### config.mk
export PLATFORM = sky130hd
export DESIGN_NAME = npc_unit
export DESIGN_NICKNAME = d
export VERILOG_FILES = /design/src/rtl/npc_pkg.sv /design/src/rtl/npc_cond_eval.sv /design/src/rtl/npc_target_gen.sv /design/src/rtl/npc_select.sv /design/src/rtl/npc_unit.sv
export SDC_FILE = /design/constraint.sdc
export NUM_CORES = 1
export LEC_CHECK = 0
export ABC_AREA = 1
export BUFFER_PORTS_ARGS = -buffer_cell sky130_fd_sc_hd__buf_2
export CAP_MARGIN = 20
export CORE_MARGIN = 8
export CORE_UTILIZATION = 30
export DETAILED_ROUTE_END_ITERATION = 10
export PLACE_DENSITY = 0.51
export SLEW_MARGIN = 15
export SYNTH_ARGS = -nofsm -noshare
export SYNTH_HDL_FRONTEND = slang
export SYNTH_SLANG_ARGS = --single-unit
### constraint.sdc
create_clock -name vclk -period 2.7
set_clock_uncertainty 0.1 [all_clocks]
set_input_delay 0.135 -clock vclk [all_inputs]
set_output_delay 0.135 -clock vclk [all_outputs]
set_load 0.02 [all_outputs]
### src/rtl/npc_pkg.sv
package npc_pkg;
  typedef enum logic [1:0] {
    BR_EQ  = 2'b00,
    BR_NE  = 2'b01,
    BR_LEZ = 2'b10,
    BR_GTZ = 2'b11
  } br_kind_e;
endpackage

### src/rtl/npc_cond_eval.sv
module npc_cond_eval
  import npc_pkg::*;
#(
  parameter int unsigned XLEN = 32
) (
  input  logic [XLEN-1:0] rs_i,
  input  logic [XLEN-1:0] rt_i,
  input  br_kind_e        kind_i,
  input  logic            en_i,
  output logic            taken_o
);
  logic is_eq, is_zero, is_neg, cond;

  assign is_eq   = (rs_i == rt_i);
  assign is_zero = (rs_i == '0);
  assign is_neg  = rs_i[XLEN-1];

  always_comb begin
    unique case (kind_i)
      BR_EQ:   cond = is_eq;
      BR_NE:   cond = !is_eq;
      BR_LEZ:  cond = is_neg || is_zero;
      BR_GTZ:  cond = !is_neg && !is_zero;
      default: cond = 1'b0;
    endcase
  end

  assign taken_o = en_i && cond;
endmodule

### src/rtl/npc_target_gen.sv
module npc_target_gen #(
  parameter int unsigned XLEN   = 32,
  parameter int unsigned IMM_W  = 16,
  parameter int unsigned JIDX_W = 26
) (
  input  logic [XLEN-1:0] pc_i,
  input  logic [XLEN-1:0] instr_i,
  output logic [XLEN-1:0] seq_pc_o,
  output logic [XLEN-1:0] br_tgt_o,
  output logic [XLEN-1:0] jmp_tgt_o
);
  localparam int unsigned HI_W  = XLEN - JIDX_W - 2;
  localparam int unsigned EXT_W = XLEN - IMM_W - 2;

  logic [XLEN-1:0] step, br_off;
  logic [IMM_W-1:0] imm;

  assign step = XLEN'(4);
  assign imm  = instr_i[IMM_W-1:0];

  assign seq_pc_o  = pc_i + step;
  assign br_off    = {{EXT_W{imm[IMM_W-1]}}, imm, 2'b00};
  assign br_tgt_o  = seq_pc_o + br_off;
  // upper bits come from the sequential address, not the current one
  assign jmp_tgt_o = {seq_pc_o[XLEN-1 -: HI_W], instr_i[JIDX_W-1:0], 2'b00};
endmodule

### src/rtl/npc_select.sv
module npc_select #(
  parameter int unsigned XLEN = 32
) (
  input  logic [XLEN-1:0] seq_pc_i,
  input  logic [XLEN-1:0] br_tgt_i,
  input  logic [XLEN-1:0] jmp_tgt_i,
  input  logic            br_taken_i,
  input  logic            jump_i,
  output logic [XLEN-1:0] next_pc_o
);
  logic [XLEN-1:0] lvl2;

  assign lvl2      = br_taken_i ? br_tgt_i : seq_pc_i;
  assign next_pc_o = jump_i ? jmp_tgt_i : lvl2;
endmodule

### src/rtl/npc_unit.sv
module npc_unit
  import npc_pkg::*;
#(
  parameter int unsigned XLEN   = 32,
  parameter int unsigned IMM_W  = 16,
  parameter int unsigned JIDX_W = 26
) (
  input  logic [XLEN-1:0] pc_i,
  input  logic [XLEN-1:0] instr_i,
  input  logic            jump_i,
  input  logic            branch_i,
  input  logic [1:0]      br_type_i,
  input  logic [XLEN-1:0] rs_val_i,
  input  logic [XLEN-1:0] rt_val_i,
  output logic [XLEN-1:0] next_pc_o,
  output logic            br_taken_o
);
  logic [XLEN-1:0] seq_pc, br_tgt, jmp_tgt;
  logic            taken;

  npc_cond_eval #(.XLEN(XLEN)) i_cond (
    .rs_i    (rs_val_i),
    .rt_i    (rt_val_i),
    .kind_i  (br_kind_e'(br_type_i)),
    .en_i    (branch_i),
    .taken_o (taken)
  );

  npc_target_gen #(.XLEN(XLEN), .IMM_W(IMM_W), .JIDX_W(JIDX_W)) i_tgt (
    .pc_i      (pc_i),
    .instr_i   (instr_i),
    .seq_pc_o  (seq_pc),
    .br_tgt_o  (br_tgt),
    .jmp_tgt_o (jmp_tgt)
  );

  npc_select #(.XLEN(XLEN)) i_sel (
    .seq_pc_i   (seq_pc),
    .br_tgt_i   (br_tgt),
    .jmp_tgt_i  (jmp_tgt),
    .br_taken_i (taken),
    .jump_i     (jump_i),
    .next_pc_o  (next_pc_o)
  );

  assign br_taken_o = taken;
endmodule

* After elaboration in Yosys (flattened, before gate mapping)
Cells that the tools add are included.
** Word-level totals
- Output and inout bits :: 33
- Word-level logic and storage cells :: 17
- Register bits after elaboration :: 0
** Operators by class
- Multiplexer cells :: 3
- Reductions and logical operators :: 8
- Equality and inequality tests :: 4
- Add/sub/neg operators :: 2
** Operators by type and width (number)
- 32-bit 2-to-1 mux :: 2
- 32-bit by 3-bit adder with 32-bit output, second input constant :: 1
- 32-bit adder :: 1
- 32-bit equality test :: 1
- 32-bit logical NOT :: 1
- 2-bit equality test, second input constant :: 2
- 1-bit case mux with 4 select lines :: 1
- 1-bit logical NOT :: 3
- 2-bit by 1-bit equality test with 1-bit output, second input constant :: 1
- 1-bit logical AND :: 2
- 2-bit logical NOT :: 1
- 1-bit logical OR :: 1

* Logic depth before layout (Yosys ltp)
Gate-level depths: netlist of run 1.
- Depth after elaboration :: 7
- Depth in mapped cells :: 25
- Mapped depth without buffers :: 25

* By module
A second synthesis of run 1 with hierarchy kept.
** Unflattened totals
- Cell total of the unflattened synthesis :: 974
- Area, all modules :: 4779.6 um2
** Modules (own cells, without submodules)
- npc_target_gen :: instances 1, cells an instance 574, area each 3072.9 um2, seq. area each 0.0 um2
- npc_select :: instances 1, cells an instance 240, area each 1006.0 um2, seq. area each 0.0 um2
- npc_cond_eval :: instances 1, cells an instance 160, area each 700.7 um2, seq. area each 0.0 um2

* Worst setup path before layout of run 1
OpenSTA, ideal clock, no wires.
- Path type :: in2out
- Start :: input pc_i[11]
- End :: output next_pc_o[30]
- Arrival time :: 2533 ps
- Stages :: 17
- Setup slack :: -68 ps
- Required time :: 2465 ps
- Buffers on the path :: 0
- Cell sequence :: inv_1 > nor3_2 > nand3_1 > nor3_2 > nand4_1 > xor2_1 > inv_1 > ha_1 > nand2_1 > nor2_1 > inv_1 > nor2_1 > nand4_1 > nand3_1 > a21oi_1 > xor2_1 > o21ai_1
** Between the ends
- Cells in the longest elaborated chain, start to end :: 4
** RTL lines
- start, declared :: RTL line npc_unit.sv:8 : input logic [XLEN-1:0] pc_i,
- 32-bit by 3-bit adder with 32-bit output (*) :: RTL line npc_target_gen.sv:21 : assign seq_pc_o = pc_i + step;
- 32-bit adder :: RTL line npc_target_gen.sv:23 : assign br_tgt_o = seq_pc_o + br_off;
- 32-bit 2-to-1 mux :: RTL line npc_select.sv:13 : assign lvl2 = br_taken_i ? br_tgt_i : seq_pc_i;
- 32-bit 2-to-1 mux (*) :: RTL line npc_select.sv:14 : assign next_pc_o = jump_i ? jmp_tgt_i : lvl2;
- end, declared :: RTL line npc_unit.sv:15 : output logic [XLEN-1:0] next_pc_o,
Mark *: on every way between the ends. The rest lies on a longest branch, timed or not.

* Final worst setup path of run 1
- Start :: input pc_i[4]
- End :: output next_pc_o[22]
** Between the ends
- Cells in the longest elaborated chain, start to end :: 4
** RTL lines (RTL line)
- 32-bit by 3-bit adder with 32-bit output (*) :: npc_target_gen.sv:21
- 32-bit adder :: npc_target_gen.sv:23
- 32-bit 2-to-1 mux (*) :: npc_select.sv:13
- 32-bit 2-to-1 mux (*) :: npc_select.sv:14
Marks and branches as above.

==> flow_summary.yaml, run 1 <==
run_status:
  outcome: "finished, violations left"
  violations: "setup timing"
logic_synthesis:
  ys_seq_area_share_pct: 0
  synth_compound_area_share_pct: 4.96
  synth.mux.area_fraction_pct: 0
  synth_cells: 962
  synth_top_family_by_area: "simple AND/OR/NAND/NOR gates"
  yosys.area_share.simple_pct: 56.5
  synth.avg_cell_area_um2: 4.80
  synth-adder-area-share_pct: 10.5
  syn-cell-area_um2: 4620
  syn_nets: 1132
  yosysWarningCount: 0
  synthDistinctLibCells: 33
  synth-xor-area-share_pct: 8.92
detailed_routing:
  drc: 0
  drt_iter0_markers: 439
  firstDrtPassIters: 5
  vias_per_cell: 4.75
  wl_mm: 21.2
  vias: 7077
  wl_per_cell_um: 14.2
  antenna_left: 0
critical_path:
  cp-end-kind: "output port"
  startpoint_type: "input pin"
  crit_top_cell: "nand2_1"
  critical_path.max_fanout: 4
  path_depth: 21
  worst_ep_arrival_time_ns: 2.88
  crit_family: "simple AND/OR/NAND/NOR gates"
  worstSetupPathType: "in2out"
  crit_chain: "buf_12 > inv_6 > nor3_4 > nand2_2 > nor2_4 > nand4_1 > xor2_2 > inv_2 > ha_4 > nand2_4 > inv_2 > nand2_1 > nor2_4 > nand4_1 > nand3_2 > nand2_1 > nand2_1 > nand4_1 > nand3_1 > nand2_1 > buf_6"
  critPathMaxStageDelay_ns: 0.29
  critPathSlowestCell: "ha_4"
  required_ns: 2.47
  critical_path_buf_inv_count: 5
floorplanning:
  start_util_pct: 30.5
  design.die.area_um2: 19600
  core_area_um2: 15100
  die_h_um: 140
  num_rows: 45
  dieWidth_um: 140
  io_pins: 165
finish:
  utilization_pct: 58.8
  final_nets: 1475
  clock_buffers: 0
  seq_area_um2: 0
  seq_cells: 0
  drive_above_1_share_pct: 49.3
  fin_cells: 1491
  antennaDiodeCount: 0
  design_area_um2: 8910
  syn2layout_area_growth_pct: 93.0
sta:
  hold_violations: 0
  slew_violations: 0
  max_slew_margin_pct: 45.3
  tightest_slew_ns: 0.816
  setup_viol: 24
  grt_setup_unrepaired: "yes"
  holdWs_ns: 0.460
  min_period_over_period_pct: 116
  setup_slack_ns: -0.419
  min_period_ns: 3.12
  max_freq_mhz: 321
  setup_tns_ns: -6.47
clocking:
  ctsHoldBuffers: 0
worst_hold_path:
  hold_depth: 4
  hold_path_class: "in2out"
grt:
  antenna_found_initial: 0
  grt_pass1_vias: 6832
  grt.total_usage_pct: 19.5
  gr-total-overflow: 0
  grt_max_degree: 30
  grt_pass1_wl_mm: 32.2
placed_design:
  dpl.cell_count: 1442
  pre_cts_ws_ns: -0.780
  placed_area_um2: 6690
  gp_congestion: 0.915
  dp_hpwl_mm: 16.2
  portBuffers: 159
job:
  maxCapViolations: 0
pwr:
  vdd_drop_max_mv: 0.114
  leakagePower_nw: 4.94
  cellPowerDensity_nw_per_um2: 210
  finalPower_mw: 1.87
## cell type report
| type | count | area (µm²) |
|---|---|---|
| inverters | 216 | 837 |
| fillers | 1391 | 6240 |
| repair buffers | 355 | 2580 |
| well taps | 188 | 235 |
| multi-input cells | 732 | 5260 |
## cell families (layout without fill, tap and decap cells)
group	after synthesis	after routing
compound gates	44	44
fa+ha+maj	38	38
simple gates	603	603
buf+inv	230	571
xor+xnor	47	47
## where the power goes
group          total, mW  switching [mW]  internal (mW)
sequential             0               0              0
clock                  0               0              0
combinational       1.87            1.02          0.852
## metal layers
metal / wire [µm] / vias up / global-route usage (%)
met1: 9240 / 3189 / 24.3
met5: 0 / - / 0
met4: 468 / 0 / 3.54
met2: 10400 / 221 / 35.2
li1: - / 3638 / -
met3: 1080 / 29 / 2.45
## worst paths after layout
check | startpoint | slack, ns | endpoint
worst max-delay path | pc_i[4] | -0.42 | next_pc_o[22]
worst min-delay path | instr_i[25] | 0.46 | next_pc_o[27]
## layout by cell type (no fill, tap or decap), types with 4 or more instances in the layout
| master | instances |
|---|---|
| a21oi_2 | 12 |
| nand3_2 | 18 |
| inv_4 | 4 |
| nand2_2 | 61 |
| nor2_2 | 4 |
| buf_4 | 174 |
| nor2_4 | 27 |
| nand4_1 | 47 |
| xnor2_1 | 8 |
| xor2_2 | 12 |
| nand2_4 | 29 |
| ha_1 | 5 |
| nor2_1 | 52 |
| nor3_4 | 5 |
| buf_6 | 49 |
| inv_1 | 162 |
| o21ai_0 | 11 |
| a21oi_1 | 9 |
| xnor2_2 | 4 |
| xor2_1 | 19 |
| inv_2 | 45 |
| buf_2 | 127 |
| nand2_1 | 280 |
| nor3_2 | 4 |
| ha_4 | 30 |
| a21oi_4 | 5 |
| nand3_1 | 54 |
## cell usage after synthesis (4+ instances only)
cell | n | area [µm²]
nand2_1 | 370 | 1390
inv_1 | 212 | 796
nor2_1 | 78 | 293
nand3_1 | 72 | 360
nand4_1 | 47 | 294
ha_1 | 37 | 463
xor2_1 | 33 | 289
a21oi_1 | 26 | 130
xnor2_1 | 14 | 123
o21ai_0 | 12 | 60.1
clkbuf_1 | 8 | 30.0
nor3_1 | 8 | 40.0
nor4_1 | 6 | 37.5
buf_2 | 4 | 20.0
nor2_2 | 4 | 25.0
## timing repair
action,4_1_cts,5_1_grt
resized for setup,282,168
endpoints found under the setup margin,26,26
pin swaps,111,136
setup buffers,29,24
Note: power is estimated with default switching activity, not from simulation.
==> run 2: changes to the inputs <==
--- a/config.mk
+++ b/config.mk
@@ -12,6 +12,7 @@
 export CORE_UTILIZATION = 30
 export DETAILED_ROUTE_END_ITERATION = 10
 export PLACE_DENSITY = 0.51
+export REMOVE_ABC_BUFFERS = 1
 export SLEW_MARGIN = 15
 export SYNTH_ARGS = -nofsm -noshare
 export SYNTH_HDL_FRONTEND = slang
==> run 2 against run 1 <==
  * The flow still finishes with violations (setup timing)
  * Critical path depth grew 5
  * First-iteration DRC count shrank 35%
  * Cell area is 0.76% lower
  * Cell count rose by 0.27%
  * Largest cell class unchanged
  * Largest power group unchanged
==> flow_summary.yaml, run 2 (same netlist as run 1, synthesis figures left out) <==
critical_path:
  cp-end-kind: "output port"
  critPathSlowestCell: "ha_4"
  critical_path_buf_inv_count: 10
  critical_path.max_fanout: 4
  worst_ep_arrival_time_ns: 2.95
  startpoint_type: "input pin"
  required_ns: 2.47
  crit_top_cell: "nand2_1"
  critPathMaxStageDelay_ns: 0.30
  worstSetupPathType: "in2out"
  crit_family: "simple AND/OR/NAND/NOR gates"
sta:
  setup_viol: 22
  slew_violations: 0
  holdWs_ns: 0.458
  max_freq_mhz: 314
  min_period_over_period_pct: 118
  min_period_ns: 3.19
  max_slew_margin_pct: 60.6
  setup_slack_ns: -0.486
  grt_setup_unrepaired: "yes"
  hold_violations: 0
  tightest_slew_ns: 0.591
detailed_routing:
  drt_iter0_markers: 287
  vias_per_cell: 4.64
  wl_mm: 20.6
  wl_per_cell_um: 13.8
  drc: 0
  firstDrtPassIters: 4
  antenna_left: 0
  vias: 6930
finish:
  design_area_um2: 8840
  drive_above_1_share_pct: 49.1
  seq_cells: 0
  multi_input_area_um2: 5200
  fin_cells: 1495
  final_common_cell: "nand2_1"
  seq_area_um2: 0
  final_cell_mix: "281 x nand2_1, 183 x buf_4, 170 x inv_1, 127 x buf_2, 66 x nand2_2"
  syn2layout_area_growth_pct: 91.5
  final_nets: 1479
  utilization_pct: 58.4
  clock_buffers: 0
  final.fill_count: 1451
  antennaDiodeCount: 0
grt:
  grt_pass1_vias: 6928
  grt_max_degree: 30
  antenna_found_initial: 0
  gr-total-overflow: 0
  grt.total_usage_pct: 19.9
  grt_pass1_wl_mm: 32.9
floorplanning:
  dieWidth_um: 140
  num_rows: 45
  core_area_um2: 15100
  design.die.area_um2: 19600
  die_h_um: 140
  io_pins: 165
  start_util_pct: 30.5
placed_design:
  dpl.cell_count: 1453
  portBuffers: 159
  placed_area_um2: 6760
  dp_hpwl_mm: 15.9
  gp_congestion: 0.943
pwr:
  vdd_drop_max_mv: 0.101
  cellPowerDensity_nw_per_um2: 203
  finalPower_mw: 1.79
  leakagePower_nw: 4.96
job:
  maxCapViolations: 0
run_status:
  violations: "setup timing"
  outcome: "finished, violations left"
worst_hold_path:
  hold_path_class: "in2out"
-- run 2: cell count changes in the layout (fill, tap and decap cells not counted), sizes merged --
cell  previous run  this run
buf            355       359
-- run 2: per-stage QoR --
stage          setup TNS [ns]  worst slack (ns)
4_1_cts                 -5.41            -0.412
3_5_place_dp           -12.21            -0.813
6_report                -7.14            -0.486
3_3_place_gp           -11.82            -0.758
2_1_floorplan          -0.104           -0.0677
5_1_grt                -11.74            -0.690
-- run 2: power breakdown --
group / internal (mW) / leakage, nW / switching [mW] / total (mW)
Combinational: 0.822 / 4.96 / 0.969 / 1.79
Sequential: 0 / 0 / 0 / 0
Clock: 0 / 0 / 0 / 0
Total: 0.822 / 4.96 / 0.969 / 1.79
-- run 2: area by class of cell --
type	instances	area share (%)
repair buffers	359	29.2
well taps	188	2.66
multi-input cells	732	58.9
inverters	216	9.27
-- run 2: path summary, 6_finish.rpt --
path                     from            end  cells past startpoint  slack [ns]
hold / removal    instr_i[16]  next_pc_o[18]                      4        0.46
setup / recovery      pc_i[2]  next_pc_o[29]                     26       -0.49
-- run 2: per-layer routing --
layer / share of wire [%] / global-route usage [%]
met5: 0 / 0
met4: 2.5 / 4.40
met3: 4.8 / 2.11
met2: 48 / 35.3
met1: 45 / 25.3
-- run 2: what timing repair did --
item,4_1_cts,5_1_grt
pin swaps,141,77
hold buffers,0,0
buffers inserted,29,14
gates resized for setup,317,109
setup endpoints to repair,26,26
endpoints found under the hold margin,0,0
==> run 3: changes to the inputs <==
==> constraint.sdc (replaced) <==
create_clock -name vclk -period 2.7
set_clock_uncertainty 0.1 [all_clocks]
set_input_delay 0.135 -clock vclk [all_inputs]
set_output_delay 0.135 -clock vclk [all_outputs]
set_load 0.005 [all_outputs]
==> run 3 against run 2 <==
  * The flow still finishes with violations (setup timing)
  * Wire length rose by 1.9%
  * Cell count rose by 0.13%
  * Via count barely moved
  * Non-clock buffer count rose by 2
  * First-iteration DRC count rose by 23%
  * Utilization rose by 1.3 points
  * Critical path type unchanged
==> flow_summary.yaml, run 3 (same netlist as run 1, synthesis figures left out) <==
pwr:
  leakagePower_nw: 4.97
  pwr-share-clk_pct: 0
  combinationalPowerShare_pct: 100.0
  p_sw_uw: 944
  switching_share_pct: 53.3
  finalPower_mw: 1.77
  cellPowerDensity_nw_per_um2: 196
  intPower_uw: 826
  vdd_drop_max_mv: 0.0894
  seqPwrFrac_pct: 0
grt:
  grt_pass1_wl_mm: 32.2
  gr-total-overflow: 0
  grt.total_usage_pct: 19.4
  grt_pass1_vias: 6759
  antenna_found_initial: 0
  grt_max_degree: 30
sta:
  slew_violations: 0
  hold_violations: 0
  setup_viol: 20
  setup_slack_ns: -0.352
  min_period_ns: 3.05
  max_freq_mhz: 328
  setup_tns_ns: -4.87
  max_slew_margin_pct: 61.1
  holdWs_ns: 0.424
  tightest_slew_ns: 0.584
  grt_setup_unrepaired: "yes"
  min_period_over_period_pct: 113
floorplanning:
  dieWidth_um: 140
  num_rows: 45
  io_pins: 165
  design.die.area_um2: 19600
  die_h_um: 140
  start_util_pct: 30.5
  core_area_um2: 15100
finish:
  fin_cells: 1497
  final_cell_mix: "263 x nand2_1, 173 x buf_4, 156 x inv_1, 149 x buf_2, 79 x nand2_2"
  drive_above_1_share_pct: 52.9
  final_common_cell: "nand2_1"
  seq_area_um2: 0
  antennaDiodeCount: 0
  final.fill_count: 1461
  syn2layout_area_growth_pct: 95.8
  seq_cells: 0
  clock_buffers: 0
  design_area_um2: 9040
  final_nets: 1481
  utilization_pct: 59.7
critical_path:
  critical_path.max_fanout: 4
  worstSetupPathType: "in2out"
  worst_ep_arrival_time_ns: 2.82
  cp-end-kind: "output port"
  required_ns: 2.47
  startpoint_type: "input pin"
detailed_routing:
  wl_mm: 21.0
  vias_per_cell: 4.63
  drt_iter0_markers: 352
  wl_per_cell_um: 14.1
  firstDrtPassIters: 7
  drc: 0
  antenna_left: 0
  vias: 6934
placed_design:
  dp_hpwl_mm: 16.0
  placed_area_um2: 6760
  dpl.cell_count: 1451
  pre_cts_ws_ns: -0.740
  portBuffers: 159
  gp_congestion: 0.911
run_status:
  outcome: "finished, violations left"
  violations: "setup timing"
job:
  maxCapViolations: 0
worst_hold_path:
  hold_path_class: "in2out"
-- run 3: cell count changes in the layout (fill, tap and decap cells not counted), sizes merged --
cell | before | now
clkbuf | 0 | 2
-- run 3: final timing paths --
kind / start / end / depth (start not counted)
min: instr_i[16] / next_pc_o[18] / 4
max: pc_i[10] / next_pc_o[31] / 23
-- run 3: metal layers --
metal / up-vias / GRT usage (%) / part of all wire [%]
li1: 3640 / - / -
met4: 0 / 3.14 / 1.8
met1: 3108 / 25.0 / 45
met3: 26 / 1.90 / 4.7
met5: - / 0 / 0
met2: 160 / 34.6 / 49
-- run 3: worst max-delay path, cell delays in order --
cell      delay [ns]
buf_8           0.08
nand2_4         0.05
nor3_4          0.23
nand3_4         0.13
nor3_4          0.20
nand3_2         0.16
xor2_2          0.26
inv_2           0.08
ha_4            0.31
nand2_2         0.08
buf_4           0.16
nor2_4          0.12
nand2_2         0.08
nor2_1          0.10
nand2_1         0.06
o211ai_1        0.07
buf_4           0.16
inv_2           0.03
nand2_1         0.04
nand2_1         0.05
nand2_1         0.05
o21ai_1         0.05
buf_2           0.12
-- run 3: layout make-up --
| type | instances | area [µm²] | area share, % |
|---|---|---|---|
| multi-input cells | 732 | 5440 | 60.1 |
| repair buffers | 361 | 2520 | 27.9 |
| inverters | 216 | 850 | 9.40 |
| well taps | 188 | 235 | 2.60 |
-- run 3: what timing repair did --
item,CTS,global route
setup endpoints to repair,24,26
gates cloned,0,0
hold buffers,0,0
setup buffers,26,28
pin swaps,121,173
resized for setup,237,235
-- run 3: power groups by stage --
stage	clock network (mW)	logic [mW]	registers (mW)
floorplan	0	0.640	0
global placement	0	1.24	0
detailed placement	0	1.23	0
CTS	0	1.50	0
global route	0	1.93	0
finish	0	1.77	0
